<file path="src/rtl/acc_scale_pkg.sv">
package acc_scale_pkg;
  typedef enum logic [1:0] {
    SC_NONE = 2'b00,
    SC_DOWN = 2'b01,
    SC_UP   = 2'b10,
    SC_RSVD = 2'b11
  } scale_e;
endpackage

</file>
<file path="src/rtl/scale_decode.sv">
module scale_decode
  import acc_scale_pkg::*;
#(
  parameter int DATA_W = 24,
  parameter int POS_W  = 6
) (
  input  logic [1:0]       mode_i,
  output logic [POS_W-1:0] pos_o,
  output logic             rsvd_o
);
  localparam logic [POS_W-1:0] POS_NONE = POS_W'(DATA_W - 1);
  localparam logic [POS_W-1:0] POS_DOWN = POS_W'(DATA_W);
  localparam logic [POS_W-1:0] POS_UP   = POS_W'(DATA_W - 2);

  always_comb begin
    rsvd_o = 1'b0;
    unique case (scale_e'(mode_i))
      SC_DOWN: pos_o = POS_DOWN;
      SC_UP:   pos_o = POS_UP;
      SC_RSVD: begin pos_o = POS_NONE; rsvd_o = 1'b1; end
      default: pos_o = POS_NONE;
    endcase
  end
endmodule

</file>
<file path="src/rtl/round_add.sv">
module round_add #(
  parameter int ACC_W = 56,
  parameter int POS_W = 6
) (
  input  logic [ACC_W-1:0] acc_i,
  input  logic [POS_W-1:0] pos_i,
  input  logic             en_i,
  output logic [ACC_W:0]   sum_o
);
  logic [ACC_W:0] inc;

  always_comb begin
    inc = '0;
    if (en_i) inc[pos_i] = 1'b1;
    sum_o = {acc_i[ACC_W-1], acc_i} + inc;
  end
endmodule

</file>
<file path="src/rtl/sat_limit.sv">
module sat_limit #(
  parameter int ACC_W  = 56,
  parameter int DATA_W = 24,
  parameter int POS_W  = 6
) (
  input  logic [ACC_W:0]    sum_i,
  input  logic [POS_W-1:0]  pos_i,
  output logic [DATA_W-1:0] word_o,
  output logic              over_o
);
  localparam logic [DATA_W-1:0] MAX_W = {1'b0, {(DATA_W-1){1'b1}}};
  localparam logic [DATA_W-1:0] MIN_W = {1'b1, {(DATA_W-1){1'b0}}};

  logic [POS_W-1:0]        sh;
  logic signed [ACC_W:0]   shifted;
  logic [ACC_W-DATA_W+1:0] top;

  always_comb begin
    sh      = pos_i + 1'b1;
    shifted = $signed(sum_i) >>> sh;
    top     = shifted[ACC_W:DATA_W-1];
    over_o  = !((&top) || !(|top));
    if (over_o) word_o = sum_i[ACC_W] ? MIN_W : MAX_W;
    else        word_o = shifted[DATA_W-1:0];
  end
endmodule

</file>
<file path="src/rtl/acc_scaler.sv">
module acc_scaler #(
  parameter  int DATA_W = 24,
  parameter  int EXT_W  = 8,
  localparam int ACC_W  = EXT_W + 2 * DATA_W,
  localparam int POS_W  = $clog2(ACC_W)
) (
  input  logic              clk,
  input  logic              rst,
  input  logic [ACC_W-1:0]  acc_i,
  input  logic [1:0]        scale_mode_i,
  input  logic              round_en_i,
  output logic [DATA_W-1:0] word_o,
  output logic              limit_o,
  output logic              rsvd_o,
  output logic [POS_W-1:0]  rnd_pos_o
);
  localparam logic [POS_W-1:0]  POS_NONE = POS_W'(DATA_W - 1);
  localparam logic [POS_W-1:0]  POS_DOWN = POS_W'(DATA_W);
  localparam logic [POS_W-1:0]  POS_UP   = POS_W'(DATA_W - 2);
  localparam logic [DATA_W-1:0] MAX_W    = {1'b0, {(DATA_W-1){1'b1}}};
  localparam logic [DATA_W-1:0] MIN_W    = {1'b1, {(DATA_W-1){1'b0}}};

  logic [POS_W-1:0]  pos_c;
  logic              rsvd_c;
  logic [ACC_W:0]    sum_c;
  logic [DATA_W-1:0] word_c;
  logic              over_c;

  scale_decode #(.DATA_W(DATA_W), .POS_W(POS_W)) u_dec (
    .mode_i (scale_mode_i),
    .pos_o  (pos_c),
    .rsvd_o (rsvd_c)
  );

  round_add #(.ACC_W(ACC_W), .POS_W(POS_W)) u_rnd (
    .acc_i (acc_i),
    .pos_i (pos_c),
    .en_i  (round_en_i),
    .sum_o (sum_c)
  );

  sat_limit #(.ACC_W(ACC_W), .DATA_W(DATA_W), .POS_W(POS_W)) u_lim (
    .sum_i  (sum_c),
    .pos_i  (pos_c),
    .word_o (word_c),
    .over_o (over_c)
  );

  always_ff @(posedge clk) begin
    if (rst) begin
      word_o    <= '0;
      limit_o   <= 1'b0;
      rsvd_o    <= 1'b0;
      rnd_pos_o <= POS_NONE;
    end else begin
      word_o    <= word_c;
      limit_o   <= over_c;
      rsvd_o    <= rsvd_c;
      rnd_pos_o <= pos_c;
    end
  end


  limit_value_chk: assert property (@(posedge clk) disable iff (rst)
    limit_o |-> (word_o == MAX_W || word_o == MIN_W));


  rsvd_pos_chk: assert property (@(posedge clk) disable iff (rst)
    rsvd_o |-> rnd_pos_o == POS_NONE);


  pos_legal_chk: assert property (@(posedge clk) disable iff (rst)
    (rnd_pos_o == POS_NONE || rnd_pos_o == POS_DOWN || rnd_pos_o == POS_UP));


  up_pos_chk: assert property (@(posedge clk) disable iff (rst)
    $past(scale_mode_i) == 2'b10 |-> rnd_pos_o == POS_UP);


  trunc_plain_chk: assert property (@(posedge clk) disable iff (rst)
    ($past(scale_mode_i) == 2'b00 && !$past(round_en_i) && !limit_o)
      |-> word_o == $past(acc_i[2*DATA_W-1 -: DATA_W]));


  reset_clear_chk: assert property (@(posedge clk) disable iff (rst)
    $past(rst) |-> (word_o == '0 && !limit_o && !rsvd_o));
endmodule

</file>
<file path="config.mk">
export PLATFORM = sky130hd
export DESIGN_NAME = acc_scaler
export DESIGN_NICKNAME = d
export VERILOG_FILES = /design/src/rtl/acc_scale_pkg.sv /design/src/rtl/scale_decode.sv /design/src/rtl/round_add.sv /design/src/rtl/sat_limit.sv /design/src/rtl/acc_scaler.sv
export SDC_FILE = /design/constraint.sdc
export NUM_CORES = 1
export LEC_CHECK = 0
export BUFFER_PORTS_ARGS = -buffer_cell sky130_fd_sc_hd__buf_2
export CELL_PAD_IN_SITES_DETAIL_PLACEMENT = 1
export CELL_PAD_IN_SITES_GLOBAL_PLACEMENT = 1
export CORE_MARGIN = 10
export CORE_UTILIZATION = 42
export DETAILED_ROUTE_END_ITERATION = 16
export PLACE_DENSITY = 0.84
export SYNTH_ARGS = -nofsm -noshare
export SYNTH_HDL_FRONTEND = slang
export SYNTH_SLANG_ARGS = --single-unit
export TNS_END_PERCENT = 10
</file>
<file path="constraint.sdc">
create_clock -name clk -period 7.4 [get_ports clk]
set_input_delay 0.37 -clock clk [delete_from_list [all_inputs] [get_ports clk]]
set_output_delay 0.37 -clock clk [all_outputs]
set_load 0.005 [all_outputs]
</file>
==> results.rst <==
.. list-table::
   :header-rows: 1

   * - Metric
     - Value
   * - Outcome
     - finished, final reports clean
   * - Static power due to leakage
     - 2.16 nW
   * - Type of the worst setup path
     - in2reg
   * - Std-Cell Core Area
     - between 10000 and 15000 µm²
   * - Die Height
     - about 130 µm
   * - Max incr delay on CP
     - between 700 and 800 ps
   * - CTS H-tree lvls
     - 2
   * - Upper clock frequency limit
     - 0.171 GHz
   * - Crit Path Max Fanout
     - 23
   * - Final cycle utilization of the critical path
     - 0.790
   * - Leading register cell type out of synthesis
     - dfxtp_1
   * - Number of cells upsized or downsized after cts
     - 0
   * - Hold Path End
     - word_o[23]
   * - Average instance area after synthesis
     - 7.43 µm²
   * - Slew at the pin with the worst max-slew slack
     - around 1100 ps
   * - CTS Sinks
     - 29
   * - Critical path endpoint category
     - register
   * - Sequential cell area fraction in the yosys report
     - 0.118
   * - Cell area power density
     - ~130 nW/µm²
   * - Combined area of the multi-input logic cells
     - 4010 µm²
   * - Worst min-delay path category
     - in2reg
   * - Number of remaining DRC errors
     - 0
   * - Fraction of layout cells with a size suffix above 1
     - 0.208
   * - Most prevalent standard cell on the critical path
     - a31oi_1
   * - GR Util All Layers
     - 0.226
   * - Crit path launch type
     - input port
   * - Number of buffers added on ports
     - between 70 and 80
   * - Number of hold-slack violations in the final timing report
     - 0
   * - Row count
     - 39
   * - Drt via density
     - 6.69
   * - Starting DRT DRC Count
     - roughly 430
   * - Yosys cell types
     - 85
   * - Worst setup slack after layout
     - 1550 ps
   * - Peak supply drop
     - ~0.0002 V
   * - Slew Viols, Final
     - 0
   * - Cell at the slowest stage of the critical path
     - o41ai_1
   * - Final critical-path required period
     - 5850 ps
   * - Buffering stage count on the worst path with inverters included
     - 4
   * - Routed WL
     - between 15000 and 20000 µm
   * - Number of nets at the end of the flow
     - around 780
   * - Cell family contributing the most delay on the critical path
     - compound AO/OA/AOI/OAI gates
   * - Most numerous cell in the Yosys netlist
     - a21oi_1
   * - Register Area
     - approximately 580 µm²
   * - Total clock buffers created by CTS
     - 5
   * - Number of violations of the max-capacitance limit
     - 0
   * - Unrepaired setup endpoints after global routing
     - no
   * - Starting density of the core
     - 0.429
   * - Finish-stage setup viols
     - 0
   * - Hold depth
     - 4
   * - Full die area
     - ~16000 µm²
   * - Data required time at the worst endpoint
     - between 7000 and 8000 ps
   * - Clock transition at the registers of the reported paths
     - 50 ps
   * - Number of setup buffers added after CTS
     - 0
   * - Buffers from clock root to sink, at most
     - 2
   * - Largest net degree at the start of global routing
     - between 60 and 70
   * - Post-synth ARST share
     - 0
   * - Wire length per cell
     - about 23 µm
   * - Number of buffers added to fix hold violations after cts
     - 0
   * - Max-Slew Margin vs Limit
     - 0.291
   * - Antenna-violating nets left
     - 0
   * - Synth top area cells
     - dfxtp_1 12%, mux2i_1 7.3%, a21oi_1 5.2%
   * - Total standard cell area after synthesis
     - between 4000 and 5000 µm²
   * - Post-synthesis to final-layout area growth
     - 10.6%
   * - Flop and latch count out of synthesis
     - 29
   * - Cell type contributing the most total cell area after synthesis
     - dfxtp_1
   * - # IOs
     - 93
   * - Number of enable-type register cells in the synthesized netlist
     - 0
   * - Fraction of post-synthesis cell area in the top cell type by area
     - 0.118
   * - Dpl ws
     - 1440 ps
   * - Vias
     - 5657
   * - Grt ovf
     - 0
   * - Antenna cell count
     - 0
   * - Via count of the first global-routing pass
     - 5719
   * - Ordered cell list for the critical path
     - buf_2 -> inv_1 -> ha_1 -> nand2_1 -> nor3_1 -> ha_1 -> inv_1 -> fa_1 -> nand3b_1 -> o211a_1 -> o21ai_1 -> a31oi_1 -> o41ai_1 -> a31oi_1 -> a2111o_1 -> nor3_1 -> a31oi_1 -> and3b_1 -> buf_4 -> o31ai_1
   * - Launch point of the worst hold path
     - acc_i[55]
   * - Net count of the mapped netlist
     - roughly 740
   * - Post-synth top cells
     - 51 x a21oi_1, 49 x nand2_1, 49 x nor2_1, 36 x mux2i_1, 34 x clkbuf_1
   * - Total Neg Setup Slack
     - 0 ps
   * - Initial antenna violation count
     - 0
   * - Endpoint arrival time on the critical path
     - roughly 6000 ps
   * - TritonRoute pass-1 iters
     - 5
   * - Warning count from the yosys run
     - 0
   * - Number of instances in the synthesized netlist
     - between 600 and 700
   * - Number of filler cells placed in the layout
     - between 1500 and 2000
   * - RePlAce Congestion
     - 0.973
   * - Finished Core Util
     - 0.475
   * - Chip Width
     - approximately 130 µm
   * - Global-route wire length before repair
     - roughly 31000 µm
   * - Placed wire-length estimate
     - 15400 µm
   * - CTS root buffer
     - clkbuf_16
   * - Clock tree from TritonCTS
     - done
## area by class of cell
type	instances	area share
Timing Repair Buffer	87	0.0860
Clock inverter	2	0.00184
Clock buffer	6	0.0237
Sequential cell	29	0.107
Tap cell	143	0.0329
Multi-Input combinational cell	560	0.736
Inverter	18	0.0124
## per-stage QoR
step,cells,cell area [µm²],power [W],hold slack (ps)
after detailed placement,837,5300,0.000505,753
after CTS,845,5440,0.000698,602
after global routing,845,5440,0.000738,661
after global placement,837,5300,0.000494,750
final,845,5440,0.000699,609
after floorplan,662,4920,0.000400,615
## per-layer routing
metal / track usage / part of all wire
met5: 0 / 0
met4: 0.0695 / 0.021
met3: 0.0227 / 0.062
met2: 0.373 / 0.47
met1: 0.302 / 0.45
## report_power, final
group          switching, W  internal (W)
combinational      0.000218      0.000122
clock             0.0000665      0.000123
sequential       0.00000283      0.000168
## how the worst max path moves through the flow
stage / start / endpoint / slack (ps) / depth (start not counted)
after global placement: scale_mode_i[1] / word_o[22] / 1710 / 20
after global routing: scale_mode_i[1] / word_o[3] / 1250 / 20
final: scale_mode_i[1] / word_o[3] / 1550 / 20
after floorplan: scale_mode_i[0] / word_o[15] / 1190 / 23
after CTS: scale_mode_i[1] / word_o[3] / 1680 / 20
after detailed placement: scale_mode_i[1] / word_o[3] / 1440 / 20
## sequential cells by signal, summed over array words and instances, names as in the netlist
| signal | flops |
|---|---|
| rnd_pos_o | 3 |
| word_o | 24 |
| rsvd_o | 1 |
| limit_o | 1 |
## layout by cell type, fill, tap and decap left out, drive strengths merged, types with 9 or more instances in the layout
| cell type | synthesis | layout |
|---|---|---|
| a211oi | 21 | 21 |
| and3 | 10 | 10 |
| buf | 19 | 87 |
| nor3 | 23 | 23 |
| a21oi | 51 | 51 |
| nor4 | 14 | 14 |
| mux2i | 36 | 36 |
| o31ai | 27 | 27 |
| mux2 | 9 | 9 |
| o21ai | 30 | 30 |
| nor2 | 49 | 49 |
| nand4 | 17 | 17 |
| or3 | 10 | 10 |
| nand2 | 50 | 50 |
| ha | 13 | 13 |
| xor2 | 16 | 16 |
| and2 | 12 | 12 |
| xnor2 | 14 | 14 |
| inv | 17 | 17 |
| dfxtp | 29 | 29 |
| nand3 | 29 | 29 |
## cells by family (layout without fill, tap and decap cells)
group | count (synthesis) | after routing | share of synthesized area
XOR/XNOR | 30 | 30 | 0.0534
flip-flops | 29 | 29 | 0.118
AND/OR/NAND/NOR | 247 | 247 | 0.270
other | 2 | 2 | 0.00153
buffers and inverters | 73 | 113 | 0.0692
AO/OA/AOI/OAI | 217 | 217 | 0.334
multiplexers | 50 | 50 | 0.117
adder cells (fa/ha/maj) | 14 | 14 | 0.0371
No activity file was read; power rests on OpenSTA's default activity.
